### src/rtl/snp_pkg.sv
package snp_pkg;
  typedef enum logic [2:0] {
    ST_IDLE, ST_ACQUIRE, ST_SNOOP, ST_SAMPLE, ST_WAIT_WB, ST_GRANT, ST_RELEASE
  } snp_state_e;

  typedef enum logic [1:0] {
    HOLD_ADDR    = 2'd0,
    HOLD_BACKOFF = 2'd1,
    HOLD_BUS     = 2'd2
  } hold_sel_e;

  localparam int NUM_HOLDS = 3;

  localparam logic [1:0] GR_NONE   = 2'b00;
  localparam logic [1:0] GR_SHARED = 2'b01;
  localparam logic [1:0] GR_EXCL   = 2'b10;
endpackage

### src/rtl/snp_hold_sel.sv
module snp_hold_sel
  import snp_pkg::*;
(
  input  logic                 cfg_legacy,
  input  logic                 cfg_backoff,
  input  hold_sel_e            sel_q,
  input  logic                 use_cfg,
  input  logic                 active,
  output hold_sel_e            sel,
  output logic [NUM_HOLDS-1:0] hold_vec
);
  hold_sel_e sel_cfg;

  always_comb begin
    if (cfg_legacy)       sel_cfg = HOLD_BUS;
    else if (cfg_backoff) sel_cfg = HOLD_BACKOFF;
    else                  sel_cfg = HOLD_ADDR;
  end

  assign sel = use_cfg ? sel_cfg : sel_q;

  for (genvar i = 0; i < NUM_HOLDS; i++) begin : g_hold
    assign hold_vec[i] = active && (sel == hold_sel_e'(i));
  end
endmodule

### src/rtl/snp_grant_calc.sv
module snp_grant_calc
  import snp_pkg::*;
(
  input  logic       lookthrough,
  input  logic       hit,
  input  logic       l2_hit,
  output logic [1:0] grant,
  output logic       inhibit
);
  always_comb begin
    if (lookthrough) grant = hit ? GR_SHARED : GR_EXCL;
    else             grant = GR_SHARED;
    inhibit = !lookthrough && l2_hit;
  end
endmodule

### src/rtl/snp_seq.sv
module snp_seq
  import snp_pkg::*;
#(
  parameter int SAMPLE_DLY = 2,
  localparam int CNT_W = $clog2(SAMPLE_DLY + 1)
) (
  input  logic       clk,
  input  logic       rst,
  input  logic       req_valid,
  input  logic       legacy,
  input  logic       hold_ack,
  input  logic       hitm,
  input  logic       wb_done,
  output snp_state_e state,
  output snp_state_e nxt,
  output logic       sample_now
);
  logic [CNT_W-1:0] cnt;

  assign sample_now = (state == ST_SAMPLE) && (cnt == CNT_W'(SAMPLE_DLY));

  always_comb begin
    nxt = state;
    unique case (state)
      ST_IDLE:    if (req_valid) nxt = ST_ACQUIRE;
      ST_ACQUIRE: if (!legacy || hold_ack) nxt = ST_SNOOP;
      ST_SNOOP:   nxt = ST_SAMPLE;
      ST_SAMPLE:  if (sample_now) nxt = hitm ? ST_WAIT_WB : ST_GRANT;
      ST_WAIT_WB: if (wb_done) nxt = ST_GRANT;
      ST_GRANT:   nxt = ST_RELEASE;
      ST_RELEASE: nxt = ST_IDLE;
      default:    nxt = ST_IDLE;
    endcase
  end

  always_ff @(posedge clk) begin
    if (rst) begin
      state <= ST_IDLE;
      cnt   <= '0;
    end else begin
      state <= nxt;
      if (state == ST_SNOOP)      cnt <= CNT_W'(1);
      else if (state == ST_SAMPLE) cnt <= cnt + CNT_W'(1);
    end
  end
endmodule

### src/rtl/snoop_inquire_ctrl.sv
module snoop_inquire_ctrl
  import snp_pkg::*;
#(
  parameter int ADDR_W     = 32,
  parameter int SAMPLE_DLY = 2
) (
  input  logic              clk,
  input  logic              rst,
  input  logic              req_valid,
  input  logic [ADDR_W-1:0] req_addr,
  input  logic              req_inv,
  input  logic              cfg_legacy,
  input  logic              cfg_backoff,
  input  logic              cfg_lookthrough,
  input  logic              hold_ack_i,
  input  logic              cpu_hit_i,
  input  logic              cpu_hitm_i,
  input  logic              wb_done_i,
  input  logic              l2_hit_i,
  output logic              hold_addr_o,
  output logic              hold_backoff_o,
  output logic              hold_bus_o,
  output logic              snp_strobe_o,
  output logic [ADDR_W-1:0] snp_addr_o,
  output logic              snp_inv_o,
  output logic              done_o,
  output logic [1:0]        grant_o,
  output logic              mem_inhibit_o
);
  snp_state_e state, nxt;
  logic       sample_now;
  logic       accept;
  logic       inv_q, lt_q, legacy_q;
  hold_sel_e  sel_q, sel;
  logic [NUM_HOLDS-1:0] hold_vec;
  logic       hold_active_nxt;
  logic [1:0] grant_calc, grant_pend, grant_nxt;
  logic       inh_calc, inh_pend, inh_nxt;
  logic       in_wb;

  assign accept = (state == ST_IDLE) && req_valid;
  assign in_wb  = (state == ST_WAIT_WB);

  snp_seq #(.SAMPLE_DLY(SAMPLE_DLY)) u_seq (
    .clk(clk), .rst(rst), .req_valid(req_valid), .legacy(legacy_q),
    .hold_ack(hold_ack_i), .hitm(cpu_hitm_i), .wb_done(wb_done_i),
    .state(state), .nxt(nxt), .sample_now(sample_now)
  );

  assign hold_active_nxt = (nxt != ST_IDLE) && (nxt != ST_RELEASE);

  snp_hold_sel u_hold (
    .cfg_legacy(cfg_legacy), .cfg_backoff(cfg_backoff), .sel_q(sel_q),
    .use_cfg(accept), .active(hold_active_nxt), .sel(sel), .hold_vec(hold_vec)
  );

  snp_grant_calc u_grant (
    .lookthrough(lt_q), .hit(cpu_hit_i), .l2_hit(l2_hit_i),
    .grant(grant_calc), .inhibit(inh_calc)
  );

  assign grant_nxt = sample_now ? grant_calc : grant_pend;
  assign inh_nxt   = sample_now ? inh_calc   : inh_pend;

  // Request capture
  always_ff @(posedge clk) begin
    if (rst) begin
      snp_addr_o <= '0;
      inv_q      <= 1'b0;
      lt_q       <= 1'b0;
      legacy_q   <= 1'b0;
      sel_q      <= HOLD_ADDR;
    end else if (accept) begin
      snp_addr_o <= req_addr;
      inv_q      <= req_inv;
      lt_q       <= cfg_lookthrough;
      legacy_q   <= cfg_legacy;
      sel_q      <= sel;
    end
  end

  // Sampled snoop result
  always_ff @(posedge clk) begin
    if (rst) begin
      grant_pend <= GR_NONE;
      inh_pend   <= 1'b0;
    end else if (sample_now) begin
      grant_pend <= grant_calc;
      inh_pend   <= inh_calc;
    end
  end

  // Registered outputs decoded from the next state
  always_ff @(posedge clk) begin
    if (rst) begin
      hold_addr_o    <= 1'b0;
      hold_backoff_o <= 1'b0;
      hold_bus_o     <= 1'b0;
      snp_strobe_o   <= 1'b0;
      snp_inv_o      <= 1'b0;
      done_o         <= 1'b0;
      grant_o        <= GR_NONE;
      mem_inhibit_o  <= 1'b0;
    end else begin
      hold_addr_o    <= hold_vec[HOLD_ADDR];
      hold_backoff_o <= hold_vec[HOLD_BACKOFF];
      hold_bus_o     <= hold_vec[HOLD_BUS];
      snp_strobe_o   <= (nxt == ST_SNOOP);
      snp_inv_o      <= (nxt == ST_SNOOP) && inv_q;
      done_o         <= (nxt == ST_GRANT);
      grant_o        <= (nxt == ST_GRANT) ? grant_nxt : GR_NONE;
      mem_inhibit_o  <= (nxt == ST_GRANT) && inh_nxt;
    end
  end
endmodule

### config.mk
export PLATFORM = sky130hd
export DESIGN_NAME = snoop_inquire_ctrl
export DESIGN_NICKNAME = d
export VERILOG_FILES = /design/src/rtl/snp_pkg.sv /design/src/rtl/snp_hold_sel.sv /design/src/rtl/snp_grant_calc.sv /design/src/rtl/snp_seq.sv /design/src/rtl/snoop_inquire_ctrl.sv
export SDC_FILE = /design/constraint.sdc
export NUM_CORES = 1
export LEC_CHECK = 0
export BUFFER_PORTS_ARGS = -buffer_cell sky130_fd_sc_hd__buf_4
export CORE_MARGIN = 5
export CORE_UTILIZATION = 50
export DETAILED_ROUTE_END_ITERATION = 10
export PLACE_DENSITY = 0.83
export SKIP_LAST_GASP = 1
export SYNTH_ARGS = -nofsm -noshare
export SYNTH_HDL_FRONTEND = slang
export SYNTH_SLANG_ARGS = --single-unit
### constraint.sdc
create_clock -name clk -period 2.43 [get_ports clk]
set_input_delay 0 -clock clk [delete_from_list [all_inputs] [get_ports clk]]
set_output_delay 0 -clock clk [all_outputs]
set_load 0.02 [all_outputs]
**Word-level counts from Yosys, hierarchy flattened**

Index checks and enable logic that the tools add are counted.

- Reduce and logical (&&, ||, !) cells: 18
- Muxes and demuxes: 15
- Eq/ne operators: 11
- Bitwise operators: 1
- $add $sub $neg: 1

Operators with widths:

| kind | number |
|---|---|
| one-hot mux 3 bit (6 select lines) | 1 |
| two-way mux 3 bit | 4 |
| two-way mux 2 bit | 5 |
| equality test 3 x 2 -> 1 bit (second input constant) | 3 |
| equality test 3 bit (second input constant) | 3 |
| logical AND 1 bit | 9 |
| two-way mux 1 bit | 5 |
| equality test 2 bit (second input constant) | 2 |
| OR reduction 2 bit | 2 |
| equality test 3 x 1 -> 1 bit (second input constant) | 1 |
| zero test 3 bit | 1 |
| inequality test 3 bit (second input constant) | 1 |
| nonzero test 3 bit | 1 |
| adder 2 x 1 -> 2 bit (second input constant) | 1 |
| equality test 2 x 1 -> 1 bit (second input constant) | 1 |
| zero test 1 bit | 2 |
| zero test 2 bit | 1 |
| nonzero test 2 bit | 1 |
| logical OR 1 bit | 1 |
| NOT 1 bit | 1 |

- Word-level logic and storage cells: 64
- Bits of input ports: 44
- Output and inout bits: 41
- Flip-flop bits (word level): 54

**Logic depth before layout (Yosys ltp)**

Gate-level depths: netlist of the first run.

- Depth in word-level cells: 7
- Gate-level depth with buffers: 6
- Depth with buffers taken out: 6

**Modules after synthesis**

Synthesis of the first run repeated with hierarchy kept, for this count alone.

- Cells, all modules: 244
- Area, all modules: 2462.4 sq um

By module, submodules not included:

| module | times used | seq. area each (sq um) | cells each | area each (sq um) |
|---|---|---|---|---|
| snoop_inquire_ctrl | 1 | 980.9 | 192 | 2054.5 |
| snp_seq | 1 | 100.1 | 36 | 296.5 |
| snp_hold_sel | 1 | 0.0 | 13 | 90.1 |
| snp_grant_calc | 1 | 0.0 | 3 | 21.3 |

**Worst setup path after synthesis of the first run**

No wires, ideal clock.

- Path kind: register to register
- Start: reg u_seq.state[1]
- End: reg snp_addr_o[16]
- Clock period less this slack: 1416 ps
- Setup time: 132 ps
- Required time: 2298 ps
- Data arrival time: 1284 ps
- Path buffers: 2
- Cell stages (with the launch flop): 6
- Path slack: 1014 ps
- Cells stage by stage: dfxtp_1 or4b_4 buf_6 buf_2 nand2_1 a21oi_1

- Longest elaborated chain between the ends: 2

Ends and longest elaborated chain:

| element | line | text |
|---|---|---|
| from (decl) | snp_seq.sv:14 | `output snp_state_e state,` |
| from (signal assigned) | snp_seq.sv:41 | `state <= nxt;` |
| zero test 3 bit | snoop_inquire_ctrl.sv:41 | `assign accept = (state == ST_IDLE) && req_valid;` |
| logical AND 1 bit | snoop_inquire_ctrl.sv:41 |  |
| to (signal assigned) | snoop_inquire_ctrl.sv:74 | `snp_addr_o <= req_addr;` |
| to (decl) | snoop_inquire_ctrl.sv:24 | `output logic [ADDR_W-1:0] snp_addr_o,` |

Every way passes these cells.
A chain may end at the register's enable or synchronous reset.

**Final worst setup path of the first run**

- Start: reg u_seq.state[0]
- End: reg hold_backoff_o

- Longest elaborated chain between the ends: 7
- Elaborated cells on any way between the ends: 19
- Those cells by class: eq/ne (7); mux (6); reduce/logical (6)

Ends and longest elaborated chain:

| element | line | text |
|---|---|---|
| equality test 3 x 2 -> 1 bit | snp_seq.sv:20, snp_seq.sv:24 |  |
| logical AND 1 bit | snp_seq.sv:20 | `assign sample_now = (state == ST_SAMPLE) && (cnt == CNT_W'(SAMPLE_DLY));` |
| two-way mux 3 bit | snp_seq.sv:28 | `ST_SAMPLE: if (sample_now) nxt = hitm ? ST_WAIT_WB : ST_GRANT;` |
| one-hot mux 3 bit (6 select lines) | snp_seq.sv:24 | `unique case (state)` |
| inequality test 3 bit or nonzero test 3 bit (tied branches) | snoop_inquire_ctrl.sv:50 | `assign hold_active_nxt = (nxt != ST_IDLE) && (nxt != ST_RELEASE);` |
| logical AND 1 bit | snoop_inquire_ctrl.sv:50 |  |
| logical AND 1 bit (*) | snp_hold_sel.sv:23 | `assign hold_vec[i] = active && (sel == hold_sel_e'(i));` |
| to (signal assigned) | snoop_inquire_ctrl.sv:106 | `hold_backoff_o <= hold_vec[HOLD_BACKOFF];` |
| to (decl) | snoop_inquire_ctrl.sv:21 | `output logic hold_backoff_o,` |

Every way passes the cells marked *; elsewhere a longest branch is shown, timed or not.

==> impl_metrics.toml, run 1 <==
[route]
vias_per_cell = 5.01
vias = 2024
ant_nets = 0
firstDrtPassIters = 4
wire_per_inst_um = 14.0
drc = 0
drtIter0Drc = 151
routed_wl_um = 5670

[synth]
synth-seq-area-share_pct = 53.7
ys_types = 35
synth_adder_area_share_pct = 0.621
syn_inst = 237
muxShareOfSynthArea_pct = 0
yosys_most_used_dff = "dfxtp_1"
synth.avg_cell_area_um2 = 8.50
synth_edf_count = 0
async_flop_share_pct = 0
synth_top_family_by_area = "simple AND/OR/NAND/NOR gates"
yosys.area_share.simple_pct = 25.0
synth_nets = 282
synth-xor-area-share_pct = 0
synth_compound_area_share_pct = 16.1
synth_warnings = 0
syn_area_mm2 = 0.00201
ys_seq_elements = 54

[placed_design]
dp_cells = 358
dp_hpwl_um = 3460
dpl_cell_area_mm2 = 0.00264
place.gp.congestion = 0.831
port_buffers = 84

[pwr]
ir_worst_vdd_mv = 0.621
power_density_mw_per_mm2 = 669
leakage_uw = 0.00138

[setup_path]
worstPathArrival_ns = 2.00
worst_setup_path_end_kind = "flop"
startpoint_type = "flop"
path_buf_inv = 0
cpPeakStageDelay_ns = 0.61
crit_slowest_cell = "dfxtp_1"
cp_top_family = "simple AND/OR/NAND/NOR gates"
required_ns = 2.65
worstSetupPathType = "flop to flop"
cp_cell_sequence = "or4b_4, nand2_1, or2_1, a221oi_1"
cp_max_fo = 38

[timing]
setup_viol = 0
hold_slack_ns = 0.0306
finalHoldViolCount = 0
skew_ns = 0.00742
rsz0062_at_grt = "no"
max_slew_margin_pct = 66.6
finalSetupTns_ns = 0
period_share_pct = 73.4
maxSlewViolCount = 0
min_period_ns = 1.78
fmax_mhz = 561
worstMarginPinSlew_ns = 0.501

[cells_and_area]
layout_commonest_cell = "buf_4"
drive_gt1_share_pct = 28.6
utilization_pct = 80.1
nets = 397
final_cells = 404
mostFrequentLayoutCells = "buf_4, nand2_1, dfxtp_1"
finish.instance_area_mm2 = 0.00316
area_growth_pct = 56.7

[cts]
cts_sinks = 54
cts-htree-levels = 2
cts-buffers-inserted = 5
clk_transition_reported_paths_ns = 0.09
post_cts_buffers = 0
tritoncts = "yes"
clock_path_buffers = 2
root_buffer = "clkbuf_8"
worstSkewPairLatency_ns = 0.31

[global_routing]
grt_pass1_wl_um = 9220
grt_start_max_net_pins = 50
grt.total_usage_pct = 22.1
overflow = 0
antenna_found_initial = 1
grt_pass1_vias = 2060

[die]
start_util_pct = 51.1
core_region_area_mm2 = 0.00394
ios = 85
die_area_mm2 = 0.00540
fp.dieW_um = 73.5
core.rowCount = 23
fp.dieH_um = 73.5

[status]
run_status = "completed"

[job]
drv_cap = 0

[worst_hold_path]
hold_path_class = "input port to flop"
==> metal layers <==
layer  global-route usage, %  vias to the layer above  share of wire, %
met5                       0                        -                 0
met4                    11.9                        0               4.1
met3                    7.39                       20               7.3
met2                    37.5                       75                51
met1                    24.0                      912                37
li1                        -                     1017                 -
==> registers in the layout, summed over array words and instances, names as in the netlist, 2 cells and up <==
signal and flops:
grant_o 2, grant_pend 2, sel_q 2, snp_addr_o 32, u_seq.cnt 2, u_seq.state 3
==> worst reg2reg max path, delay by kind of cell (launching register included) <==
| kind | cells | cell delay, ns |
|---|---|---|
| AOI/OAI and AO/OA | 1 | 0.24 |
| DFF | 1 | 0.61 |
| and+or+nand+nor | 3 | 0.84 |
==> worst paths after layout <==
check                 start             end  slack (ns)  cells after the start
max          u_seq.state[0]  hold_backoff_o        0.65                      4
min             cfg_backoff        sel_q[0]        0.03                      3
max reg2reg  u_seq.state[0]  hold_backoff_o        0.65                      4
min reg2reg        inh_pend        inh_pend        0.46                      2
==> Yosys cell counts (2+ instances only) <==
master     n  area [µm²]
o211a_1    2        20.0
clkbuf_1   5        18.8
nor3b_1    5        37.5
nand2_1   77         289
inv_1      2        7.51
nand3b_1   4        30.0
nor3_1     2        10.0
a21oi_1   46         230
buf_4      3        22.5
nand2b_1   4        25.0
dfxtp_1   54        1080
nor2_1     6        22.5
buf_2      5        25.0
==> per-stage QoR <==
stage / power [µW] / setup WS [ns]
finish: 2110 / 0.647
global route: 2200 / 0.343
CTS: 2120 / 0.639
detailed placement: 1360 / 0.670
global placement: 1350 / 0.717
floorplan: 1210 / 1.01
==> power breakdown <==
group          internal (µW)  switching [µW]
combinational            198             212
clock                    439             281
sequential               941            40.3
total                   1580             533
==> repair_timing <==
action / in CTS / in global routing
hold buffers: 37 / 0
endpoints found under the hold margin: 38 / 0
gates resized for setup: 0 / 0
==> cell families (layout without fill, tap and decap cells) <==
| family | Yosys count | count (layout) |
|---|---|---|
| adders and majority gates | 1 | 1 |
| AOI/OAI and AO/OA | 57 | 57 |
| buffers and inverters | 18 | 134 |
| DFF | 54 | 54 |
| other | 0 | 1 |
| and+or+nand+nor | 107 | 107 |
==> cell type report <==
class | instances | area, µm²
clock inverters | 2 | 60.1
clock buffers | 6 | 82.6
fillers | 270 | 786
diodes | 1 | 2.50
multi-input cells | 165 | 841
flip-flops and latches | 54 | 1080
well taps | 50 | 62.6
repair buffers | 123 | 1020
inverters | 3 | 11.3
Power figures use the tool's default switching activity.
==> run 2, diff against run 1 <==
--- a/config.mk
+++ b/config.mk
@@ -7,9 +7,9 @@
 export LEC_CHECK = 0
 export BUFFER_PORTS_ARGS = -buffer_cell sky130_fd_sc_hd__buf_4
 export CORE_MARGIN = 5
-export CORE_UTILIZATION = 50
+export CORE_UTILIZATION = 47
 export DETAILED_ROUTE_END_ITERATION = 10
-export PLACE_DENSITY = 0.83
+export PLACE_DENSITY = 0.79
 export SKIP_LAST_GASP = 1
 export SYNTH_ARGS = -nofsm -noshare
 export SYNTH_HDL_FRONTEND = slang
==> constraint.sdc (replaced) <==
create_clock -name clk -period 1.7 [get_ports clk]
set_input_delay 0 -clock clk [delete_from_list [all_inputs] [get_ports clk]]
set_output_delay 0 -clock clk [all_outputs]
set_load 0.02 [all_outputs]
==> run 2 against run 1 <==
First-iteration DRC count is 39% lower. Global-route usage fell by 2.0 points. Power rose by 35%. Hold slack worse by 0.021 ns. Clock skew is 0.0042 ns higher. Critical endpoint is now snp_addr_o[14]. Largest power group unchanged.
==> impl_metrics.toml, run 2 (synthesized netlist as in run 1, its figures left out) <==
[cells_and_area]
nets = 401
fill_cells = 284
top_register = "snp_addr_o"
mostFrequentLayoutCells = "buf_4, nand2_1, dfxtp_1"
largest_register_ffs = 32
antennaDiodeCount = 0
area_growth_pct = 57.0
regArea_mm2 = 0.00108
drive_gt1_share_pct = 29.4
layout_commonest_cell = "buf_4"
multi_input_area_um2 = 841
top_regs = "snp_addr_o (32), u_seq.state (3)"

[setup_path]
worst_setup_path_end_kind = "flop"
startpoint_type = "flop"
cpPeakStageDelay_ns = 0.36
worstPathArrival_ns = 1.78
cp_max_fo = 26
required_ns = 1.94
crit_slowest_cell = "dfxtp_1"
cp_cell_sequence = "nor4b_4, buf_4, buf_4, nand2_1, a21oi_1"
cpMostUsedCell = "buf_4"
worstSetupPathType = "flop to flop"

[timing]
skew_ns = 0.0116
max_slew_margin_pct = 65.9
worstMarginPinSlew_ns = 0.512
period_share_pct = 90.3
finalSetupTns_ns = 0
finalHoldViolCount = 0
hold_slack_ns = 0.00920
setup_viol = 0
rsz0062_at_grt = "no"
min_period_ns = 1.54
maxSlewViolCount = 0
fmax_mhz = 651

[global_routing]
antenna_found_initial = 0
grt_pass1_vias = 1920
grt.total_usage_pct = 20.1
overflow = 0
grt_pass1_wl_um = 8770
grt_start_max_net_pins = 50

[job]
drv_cap = 0

[cts]
cts-htree-levels = 2
worstSkewPairLatency_ns = 0.31
clk_transition_reported_paths_ns = 0.10
clock_path_buffers = 2
cts-buffers-inserted = 5
tritoncts = "yes"
root_buffer = "clkbuf_8"
cts_sinks = 54

[placed_design]
port_buffers = 84
dp_hpwl_um = 3530
place.gp.congestion = 0.826

[pwr]
leakage_uw = 0.00138
power_density_mw_per_mm2 = 903
ir_worst_vdd_mv = 0.614

[route]
routed_wl_um = 5560
highest_layer = "met4"
ant_nets = 0
m1WireLength_um = 2250
met2_length_um = 2890
vias = 2033
drtIter0Drc = 92
routed-wl-met3_um = 307
vias_per_cell = 5.00
drc = 0
firstDrtPassIters = 5
wire_per_inst_um = 13.7

[worst_hold_path]
hold_path_class = "input port to flop"

[die]
core_region_area_mm2 = 0.00409
fp.dieH_um = 75.5
start_util_pct = 49.3
die_area_mm2 = 0.00569
core.rowCount = 23
fp.dieW_um = 75.5
ios = 85

[status]
run_status = "completed"
[run 2: area by class of cell]
class	count	share of cell area (%)
Sequential cell	54	34.2
Timing Repair Buffer	127	33.4
Multi-Input combinational cell	165	26.6
Clock buffer	6	2.30
Tap cell	50	1.98
Clock inverter	2	1.19
Inverter	3	0.356
[run 2: worst paths after layout]
kind	from	end	slack [ns]	depth (start not counted)
max	u_seq.state[1]	snp_addr_o[14]	0.16	5
min	cpu_hit_i	grant_pend[1]	0.009	3
min reg2reg	snp_addr_o[6]	snp_addr_o[6]	0.46	2
max reg2reg	u_seq.state[1]	snp_addr_o[14]	0.16	5
[run 2: timing repair]
| action | 4_1_cts | 5_1_grt |
|---|---|---|
| resized for setup | 0 | 0 |
| hold buffers | 36 | 0 |
| endpoints found under the hold margin | 37 | 0 |
| buffers inserted | 0 | 0 |
[run 2: critical path: cells and delay by family (launching register included)]
family          cells  cell delay (ns)
compound gates      1             0.16
buf+inv             2             0.50
simple gates        2             0.45
flops               1             0.36
[run 2: report_power, final]
group / leakage (µW) / internal (µW) / switching (µW) / total, µW
Combinational: 0.000890 / 301 / 319 / 620
Clock: 0.0000514 / 440 / 407 / 847
Sequential: 0.000441 / 1340 / 44.5 / 1390
Total: 0.00138 / 2090 / 771 / 2860
[run 2: metrics by stage]
| step | instances | utilization (%) | area (µm²) | setup slack [ns] | total power [µW] |
|---|---|---|---|---|---|
| 5_1_grt | 407 | 77.4 | 3160 | 0.0548 | 2980 |
| 6_report | 407 | 77.4 | 3160 | 0.165 | 2860 |
| 2_1_floorplan | 237 | - | 2010 | 0.284 | 1720 |
| 3_3_place_gp | 363 | 65.9 | 2690 | 0.233 | 1950 |
| 4_1_cts | 407 | 77.4 | 3160 | 0.192 | 2870 |
| 3_5_place_dp | 363 | 65.9 | 2690 | 0.201 | 1960 |
[run 2: layer usage]
layer / global-route usage (%) / vias to the layer above
met5: 0 / -
met4: 7.18 / 0
met3: 5.01 / 10
met2: 35.0 / 55
met1: 23.8 / 949
li1: - / 1019
==> run 3, diff against run 2 <==
--- a/config.mk
+++ b/config.mk
@@ -7,9 +7,9 @@
 export LEC_CHECK = 0
 export BUFFER_PORTS_ARGS = -buffer_cell sky130_fd_sc_hd__buf_4
 export CORE_MARGIN = 5
-export CORE_UTILIZATION = 47
+export CORE_UTILIZATION = 45
 export DETAILED_ROUTE_END_ITERATION = 10
-export PLACE_DENSITY = 0.79
+export PLACE_DENSITY = 0.76
 export SKIP_LAST_GASP = 1
 export SYNTH_ARGS = -nofsm -noshare
 export SYNTH_HDL_FRONTEND = slang
==> run 3 against run 2 <==
Register-to-register slack hardly changed. Non-clock buffer count is the same. Die area is 3.9% higher. Design area down 0.71%. Fmax increased by 0.47%. First-iteration DRC count grew 26%. Power down 5.0%. Via count fell by 2.1%. Global-route usage is 1.1 points lower.
==> impl_metrics.toml, run 3 (synthesized netlist as in run 1, its figures left out) <==
[status]
run_status = "completed"

[setup_path]
r2r_cells = 4
startpoint_type = "flop"
worstPathArrival_ns = 1.69
required_ns = 1.86
r2r_slack_ns = 0.17
rr_startpoint = "u_seq.state[1]"
timing.rr.end = "snp_addr_o[10]"
cp_max_fo = 16
worst_setup_path_end_kind = "flop"
worstSetupPathType = "flop to flop"

[cells_and_area]
finish.instance_area_mm2 = 0.00314
top_register = "snp_addr_o"
nets = 401
multi_input_area_um2 = 841
regArea_mm2 = 0.00108
utilization_pct = 72.1
mostFrequentLayoutCells = "buf_4, nand2_1, dfxtp_1"
fill_cells = 332
top_regs = "snp_addr_o (32), u_seq.state (3)"
layout_commonest_cell = "buf_4"
largest_register_ffs = 32
area_growth_pct = 55.8
drive_gt1_share_pct = 29.4

[die]
start_util_pct = 46.3
core_region_area_mm2 = 0.00435
fp.dieW_um = 76.9
die_area_mm2 = 0.00591
fp.dieH_um = 76.9
core.rowCount = 24
ios = 85

[pwr]
p_total_uw = 2710
leakage_uw = 0.00138
ir_worst_vdd_mv = 0.668
power_density_mw_per_mm2 = 865

[route]
ant_nets = 0
wire_per_inst_um = 13.5
vias_per_cell = 4.85
drtIter0Drc = 116
firstDrtPassIters = 4
routed_wl_um = 5520
drc = 0
vias = 1990

[cts]
clock_path_buffers = 2
root_buffer = "clkbuf_8"
clk_transition_reported_paths_ns = 0.09
tritoncts = "yes"
cts-buffers-inserted = 5
cts_sinks = 54
cts-htree-levels = 2
worstSkewPairLatency_ns = 0.30

[timing]
maxSlewViolCount = 0
finalHoldViolCount = 0
rsz0062_at_grt = "no"
period_share_pct = 89.9
finalSetupTns_ns = 0
skew_ns = 0.00678
fmax_mhz = 654
max_slew_margin_pct = 64.1
min_period_ns = 1.53
worstMarginPinSlew_ns = 0.538
setup_viol = 0

[global_routing]
overflow = 0
grt_pass1_wl_um = 9180
grt_start_max_net_pins = 50
grt.total_usage_pct = 18.9
grt_pass1_vias = 1985
antenna_found_initial = 0

[placed_design]
dpl_cell_area_mm2 = 0.00268
place.gp.congestion = 0.765
dp_hpwl_um = 3450
port_buffers = 84

[worst_hold_path]
holdPathStages = 3
worstHoldEndpoint = "grant_pend[1]"
hold_path_class = "input port to flop"
hold_path.startpoint = "cpu_hit_i"

[job]
drv_cap = 0
-- run 3: cell types whose count changed in the layout (fill, tap and decap cells not counted) --
cell,change
bufinv_16,-1
clkinvlp_4,-1
buf_6,+1
clkbuf_8,+1
buf_12,-1
diode_2,+1
clkinv_2,+1
-- run 3: stage by stage --
step	hold slack [ns]	instances	setup WS, ns
5_1_grt	0.0405	409	0.0518
2_1_floorplan	0.0766	237	0.284
4_1_cts	0.00865	409	0.149
6_report	0.0159	410	0.172
3_3_place_gp	0.246	365	0.212
3_5_place_dp	0.257	365	0.182
-- run 3: routing by layer --
| metal | part of all wire [%] | track usage, % | routed length [µm] | vias to the layer above |
|---|---|---|---|---|
| met3 | 5.0 | 4.45 | 274 | 9 |
| li1 | - | - | - | 1019 |
| met2 | 53 | 34.6 | 2950 | 53 |
| met1 | 40 | 20.9 | 2210 | 909 |
| met5 | 0 | 0 | 0 | - |
| met4 | 1.5 | 6.99 | 81 | 0 |
-- run 3: power breakdown --
group | internal [µW] | switching [µW] | total, µW
registers | 1340 | 40.1 | 1380
clock network | 329 | 387 | 716
logic | 296 | 317 | 613
-- run 3: how the worst max path moves through the flow --
stage	end	cells after the start	slack, ns	from
detailed placement	snp_addr_o[14]	5	0.18	u_seq.state[1]
floorplan	snp_addr_o[16]	5	0.28	u_seq.state[1]
CTS	snp_addr_o[1]	5	0.15	u_seq.state[1]
global placement	snp_addr_o[16]	5	0.21	u_seq.state[1]
global route	snp_addr_o[31]	5	0.05	u_seq.state[1]
finish	snp_addr_o[10]	4	0.17	u_seq.state[1]
-- run 3: what timing repair did --
action / in CTS / in global routing
hold buffers: 36 / 0
setup endpoints to repair: 0 / 8
setup buffers: 0 / 0
gates resized for setup: 0 / 1
endpoints found under the hold margin: 37 / 0
-- run 3: critical path, stage by stage (launching register included) --
cell,delay [ns]
dfxtp_1,0.33
or4b_4,0.66
buf_4,0.24
nand2_1,0.09
a21oi_1,0.06
-- run 3: area by class of cell --
type	count	share of cell area, %
Sequential cell	54	34.4
Timing Repair Buffer	127	33.4
Multi-Input combinational cell	165	26.8
Clock buffer	7	2.75
Tap cell	52	2.07
Inverter	3	0.359
Clock inverter	1	0.159
Antenna cell	1	0.0797
